$ cat config.mk
export PLATFORM = sky130hd
export DESIGN_NAME = segchk_top
export DESIGN_NICKNAME = d
export VERILOG_FILES = /design/src/rtl/segchk_pkg.sv /design/src/rtl/segchk_ctrl.sv /design/src/rtl/segchk_dpath.sv /design/src/rtl/segchk_top.sv
export SDC_FILE = /design/constraint.sdc
export NUM_CORES = 1
export LEC_CHECK = 0
export ABC_AREA = 1
export CAP_MARGIN = 40
export CORE_AREA = 2 2 39 41
export DETAILED_ROUTE_END_ITERATION = 10
export DIE_AREA = 0 0 41 43
export DONT_BUFFER_PORTS = 1
export GPL_ROUTABILITY_DRIVEN = 0
export PLACE_DENSITY = 0.43
export SLEW_MARGIN = 5
export SYNTH_ARGS = -nofsm -noshare
export SYNTH_HDL_FRONTEND = slang
export SYNTH_SLANG_ARGS = --single-unit
$ cat constraint.sdc
create_clock -name clk -period 1.5 [get_ports clk]
set_input_delay 0 -clock clk [delete_from_list [all_inputs] [get_ports clk]]
set_output_delay 0 -clock clk [all_outputs]
set_load 0.02 [all_outputs]
$ cat src/rtl/segchk_pkg.sv
package segchk_pkg;

  typedef enum logic [1:0] {
    KIND_DIRECT = 2'd0,
    KIND_GATED  = 2'd1,
    KIND_READ   = 2'd2,
    KIND_WRITE  = 2'd3
  } reqKind_e;

  typedef struct packed {
    logic load;
    logic clear;
  } ctlStrobe_t;

  typedef struct packed {
    logic conform;
    logic exec;
    logic writable;
    logic readable;
  } tgtAttr_t;

endpackage

$ cat src/rtl/segchk_ctrl.sv
module segchk_ctrl
  import segchk_pkg::*;
(
  input  logic       clk,
  input  logic       rst,
  input  logic       reqValid,
  output ctlStrobe_t strobe,
  output logic       rspValid
);

  // a request loads the verdict; an idle cycle clears it
  always_comb begin
    strobe.load  = reqValid && !rst;
    strobe.clear = !reqValid || rst;
  end

  always_ff @(posedge clk) begin
    if (rst) rspValid <= 1'b0;
    else     rspValid <= reqValid;
  end

  assert_valid_follows_R2: assert property (@(posedge clk) disable iff (rst)
    reqValid |=> rspValid);

  assert_idle_follows_R2: assert property (@(posedge clk) disable iff (rst)
    !reqValid |=> !rspValid);

endmodule

$ cat src/rtl/segchk_dpath.sv
module segchk_dpath
  import segchk_pkg::*;
#(
  parameter int PL_W = 2
) (
  input  logic            clk,
  input  logic            rst,
  input  ctlStrobe_t      strobe,
  input  logic [1:0]      reqKind,
  input  logic [PL_W-1:0] curPl,
  input  logic [PL_W-1:0] selRpl,
  input  logic [PL_W-1:0] gatePl,
  input  logic [PL_W-1:0] tgtPl,
  input  tgtAttr_t        attr,
  output logic            allowQ,
  output logic            faultQ
);

  localparam int NUM_GATE_CHECKS = 3;

  logic directOk, readOk, writeOk, verdictOk;
  logic [NUM_GATE_CHECKS-1:0] gatePass;

  // direct far transfer
  always_comb begin
    if (attr.conform) directOk = (tgtPl <= curPl);
    else              directOk = (curPl == tgtPl) && (selRpl <= curPl);
  end

  // gated transfer: every check must pass
  always_comb begin
    gatePass[0] = (curPl <= gatePl);
    gatePass[1] = (selRpl <= gatePl);
    gatePass[2] = attr.conform ? (curPl >= tgtPl) : (curPl == tgtPl);
  end

  // type checks on loaded segments
  always_comb begin
    readOk  = !attr.exec || attr.readable;
    writeOk = !attr.exec && attr.writable;
  end

  always_comb begin
    unique case (reqKind_e'(reqKind))
      KIND_DIRECT: verdictOk = directOk;
      KIND_GATED:  verdictOk = &gatePass;
      KIND_READ:   verdictOk = readOk;
      default:     verdictOk = writeOk;
    endcase
  end

  always_ff @(posedge clk) begin
    if (rst || strobe.clear) begin
      allowQ <= 1'b0;
      faultQ <= 1'b0;
    end else if (strobe.load) begin
      allowQ <= verdictOk;
      faultQ <= !verdictOk;
    end
  end

  assert_flags_exclusive_R3: assert property (@(posedge clk) disable iff (rst)
    !(allowQ && faultQ));

  assert_conform_direct_R5: assert property (@(posedge clk) disable iff (rst)
    (strobe.load && reqKind == KIND_DIRECT && attr.conform)
      |=> (allowQ == ($past(tgtPl) <= $past(curPl))));

  assert_gate_rpl_R6: assert property (@(posedge clk) disable iff (rst)
    (strobe.load && reqKind == KIND_GATED && selRpl > gatePl) |=> faultQ);

  assert_write_code_R8: assert property (@(posedge clk) disable iff (rst)
    (strobe.load && reqKind == KIND_WRITE && attr.exec) |=> faultQ);

endmodule

$ cat src/rtl/segchk_top.sv
module segchk_top
  import segchk_pkg::*;
#(
  parameter int PL_W = 2
) (
  input  logic            clk,
  input  logic            rst,
  input  logic            reqValid,
  input  logic [1:0]      reqKind,
  input  logic [PL_W-1:0] curPl,
  input  logic [PL_W-1:0] selRpl,
  input  logic [PL_W-1:0] gatePl,
  input  logic [PL_W-1:0] tgtPl,
  input  logic            tgtConform,
  input  logic            tgtExec,
  input  logic            tgtWrite,
  input  logic            tgtRead,
  output logic            rspValid,
  output logic            rspAllow,
  output logic            rspFault
);

  ctlStrobe_t strobe;
  tgtAttr_t   attr;

  assign attr = '{conform: tgtConform, exec: tgtExec,
                  writable: tgtWrite, readable: tgtRead};

  segchk_ctrl u_ctrl (
    .clk      (clk),
    .rst      (rst),
    .reqValid (reqValid),
    .strobe   (strobe),
    .rspValid (rspValid)
  );

  segchk_dpath #(.PL_W(PL_W)) u_dpath (
    .clk     (clk),
    .rst     (rst),
    .strobe  (strobe),
    .reqKind (reqKind),
    .curPl   (curPl),
    .selRpl  (selRpl),
    .gatePl  (gatePl),
    .tgtPl   (tgtPl),
    .attr    (attr),
    .allowQ  (rspAllow),
    .faultQ  (rspFault)
  );

  assert_one_flag_R3: assert property (@(posedge clk) disable iff (rst)
    rspValid |-> (rspAllow ^ rspFault));

  assert_quiet_flags_R3: assert property (@(posedge clk) disable iff (rst)
    !rspValid |-> (!rspAllow && !rspFault));

endmodule

==> impl_metrics.env <==
export IMPL_drtIter0Drc=0
export IMPL_ys_warn_count=0
export IMPL_areaGrowthSynthToFinish_pct=21.9
export IMPL_fin_nets=88
export IMPL_syn_nets=80
export IMPL_tns_ps=0
export IMPL_fp_row_count=14
export IMPL_fillerInstances=163
export IMPL_grt_max_degree=4
export IMPL_antenna_found_initial=0
export IMPL_coreArea_sq_um=1380
export IMPL_criticalPathCategory="primary input to flip-flop"
export IMPL_wirelength_microns=609
export IMPL_hold_class="primary input to flip-flop"
export IMPL_synth_fa_ha_area_share_pct=28.7
export IMPL_cp_max_fo=2
export IMPL_htreeDepth=1
export IMPL_synth_xor_area_share_pct=0
export IMPL_ys_ff_latch=3
export IMPL_final_common_cell="nand2_1"
export IMPL_firstDrtPassIters=1
export IMPL_power_density_nw_per_um2=726
export IMPL_wl_per_cell_microns=7.81
export IMPL_final_min_clock_period_ps=1070
export IMPL_grt_use_total_pct=9.89
export IMPL_syn_inst=55
export IMPL_rsz0062_at_grt="false"
export IMPL_setup_viol=0
export IMPL_synth_top_family_by_area="adder cells"
export IMPL_die_width_microns=41
export IMPL_fin_crit_sh_pct=71.3
export IMPL_post_dp_hpwl_microns=535
export IMPL_detail_route_vias_per_cell=4.04
export IMPL_end_kind="flip-flop"
export IMPL_slew_viol_final=0
export IMPL_synth_area_leaders="ha_1, nand2_1, dfxtp_1, inv_1, o21bai_1"
export IMPL_max_cap_violations=0
export IMPL_netlist_area_sq_um=349
export IMPL_setup_slack_ps=431
export IMPL_yosysSeqAreaShare_pct=17.2
export IMPL_antenna_cells=0
export IMPL_synth_distinct_cells=11
export IMPL_clkSlewWorstSetupHoldPaths_ps=40
export IMPL_fmax_mhz=935
export IMPL_drt_drc_violations_left=0
export IMPL_yosysTopAreaCellShare_pct=28.7
export IMPL_die_h_microns=43
export IMPL_drive_gt1_share_pct=9.68
export IMPL_synth_compound_area_share_pct=11.8
export IMPL_root_buffer="clkbuf_4"
export IMPL_crit_path_start_kind="primary input"
export IMPL_cts_buffer_depth=2
export IMPL_worstPathArrival_ps=1240
export IMPL_final_cell_mix="nand2_1, inv_1, ha_1"
export IMPL_synth_avg_cell_area_sq_um=6.35
export IMPL_overflow=0
export IMPL_worstPathRequired_ps=1670
export IMPL_leakagePower_nw=0.267
export IMPL_worst_pin_slew_ps=295
export IMPL_status="finished, final reports clean"
export IMPL_final_hold_viol_count=0
export IMPL_yosys_mux_area_fraction_pct=0
export IMPL_cts_tree="done"
export IMPL_antenna_left=0
export IMPL_vias=315
export IMPL_cts_inserted_buffers=3
export IMPL_peakVddDrop_mv=0.193
export IMPL_io_buffers=0
export IMPL_grt_pass1_wl_microns=1170
export IMPL_whs_path_depth=4
export IMPL_start_util_pct=25.2
export IMPL_synth_top_area_cell="ha_1"
export IMPL_synthSimpleGateAreaFrac_pct=25.1
export IMPL_cts_sinks=3
export IMPL_dp_slack_ps=492
export IMPL_first_global_vias=331
export IMPL_dieArea_sq_um=1760
export IMPL_slew_limit_headroom_pct=80.1
export IMPL_ios=20
## sequential cells by signal, summed over array words and instances, names as in the netlist
register and flops:
u_ctrl.rspValid 1, u_dpath.faultQ 1, u_dpath.allowQ 1
## synthesized netlist by cell type
cell type	count
o21ai_0	1
a21oi_2	1
ha_1	8
nand2_2	1
nor2_2	1
inv_1	16
dfxtp_1	3
nand2_1	17
nor2_1	3
o21bai_1	3
a21oi_1	1
## cell type report
| class | instances | area, sq um | share of cell area [%] |
|---|---|---|---|
| multi-input combinational | 36 | 229 | 53.8 |
| sequential | 3 | 60.1 | 14.1 |
| inverter | 16 | 60.1 | 14.1 |
| timing repair buffer | 3 | 30.0 | 7.06 |
| clock buffer | 4 | 26.3 | 6.18 |
| tap | 16 | 20.0 | 4.71 |
## stage by stage
| step | instance area, sq um | util, % | std cells | power [mW] | hold WS (ps) |
|---|---|---|---|---|---|
| detailed placement | 369 | 26.7 | 71 | 0.168 | 93.2 |
| finish | 425 | 30.7 | 78 | 0.309 | 13.9 |
| global route | 425 | 30.7 | 78 | 0.345 | 39.9 |
| CTS | 425 | 30.7 | 78 | 0.319 | 8.15 |
| floorplan | 349 | - | 55 | 0.157 | 82.4 |
| global placement | 369 | 26.7 | 71 | 0.167 | 89.8 |
## cell families after synthesis
kind of cell	after synthesis
simple gates	22
compound gates	6
buf+inv	16
fa+ha+maj	8
flops	3
## worst max-delay path: stages
cell and delay (ps):
dlygate4sd3_1 540, nor2_1 140, dlygate4sd3_1 560
## final timing paths
kind | to | slack, ps | start
worst min-delay path | u_dpath.faultQ | 10 | reqValid
worst max-delay path | u_ctrl.rspValid | 430 | rst
## metal layers
metal | wire length [microns] | part of all wire [%] | vias to the layer above | global-route usage (%)
li1 | - | - | 177 | -
met1 | 233 | 38 | 128 | 10.1
met2 | 340 | 56 | 10 | 15.9
met3 | 34 | 5.6 | 0 | 0.524
met4 | 0 | 0 | 0 | 10.0
met5 | 0 | 0 | - | 0
## report_power, final
group	leakage, nW	internal, mW	total, mW	switching [mW]
clock	0.0150	0.0995	0.138	0.0385
combinational	0.228	0.0369	0.0788	0.0419
sequential	0.0248	0.0850	0.0921	0.00714
total	0.267	0.221	0.309	0.0875
## what timing repair did
item / 4_1_cts / 5_1_grt
gates resized for setup: 0 / 0
endpoints found under the hold margin: 3 / 0
setup buffers: 0 / 0
hold buffers: 3 / 0
Note: power is estimated with default switching activity, not from simulation.
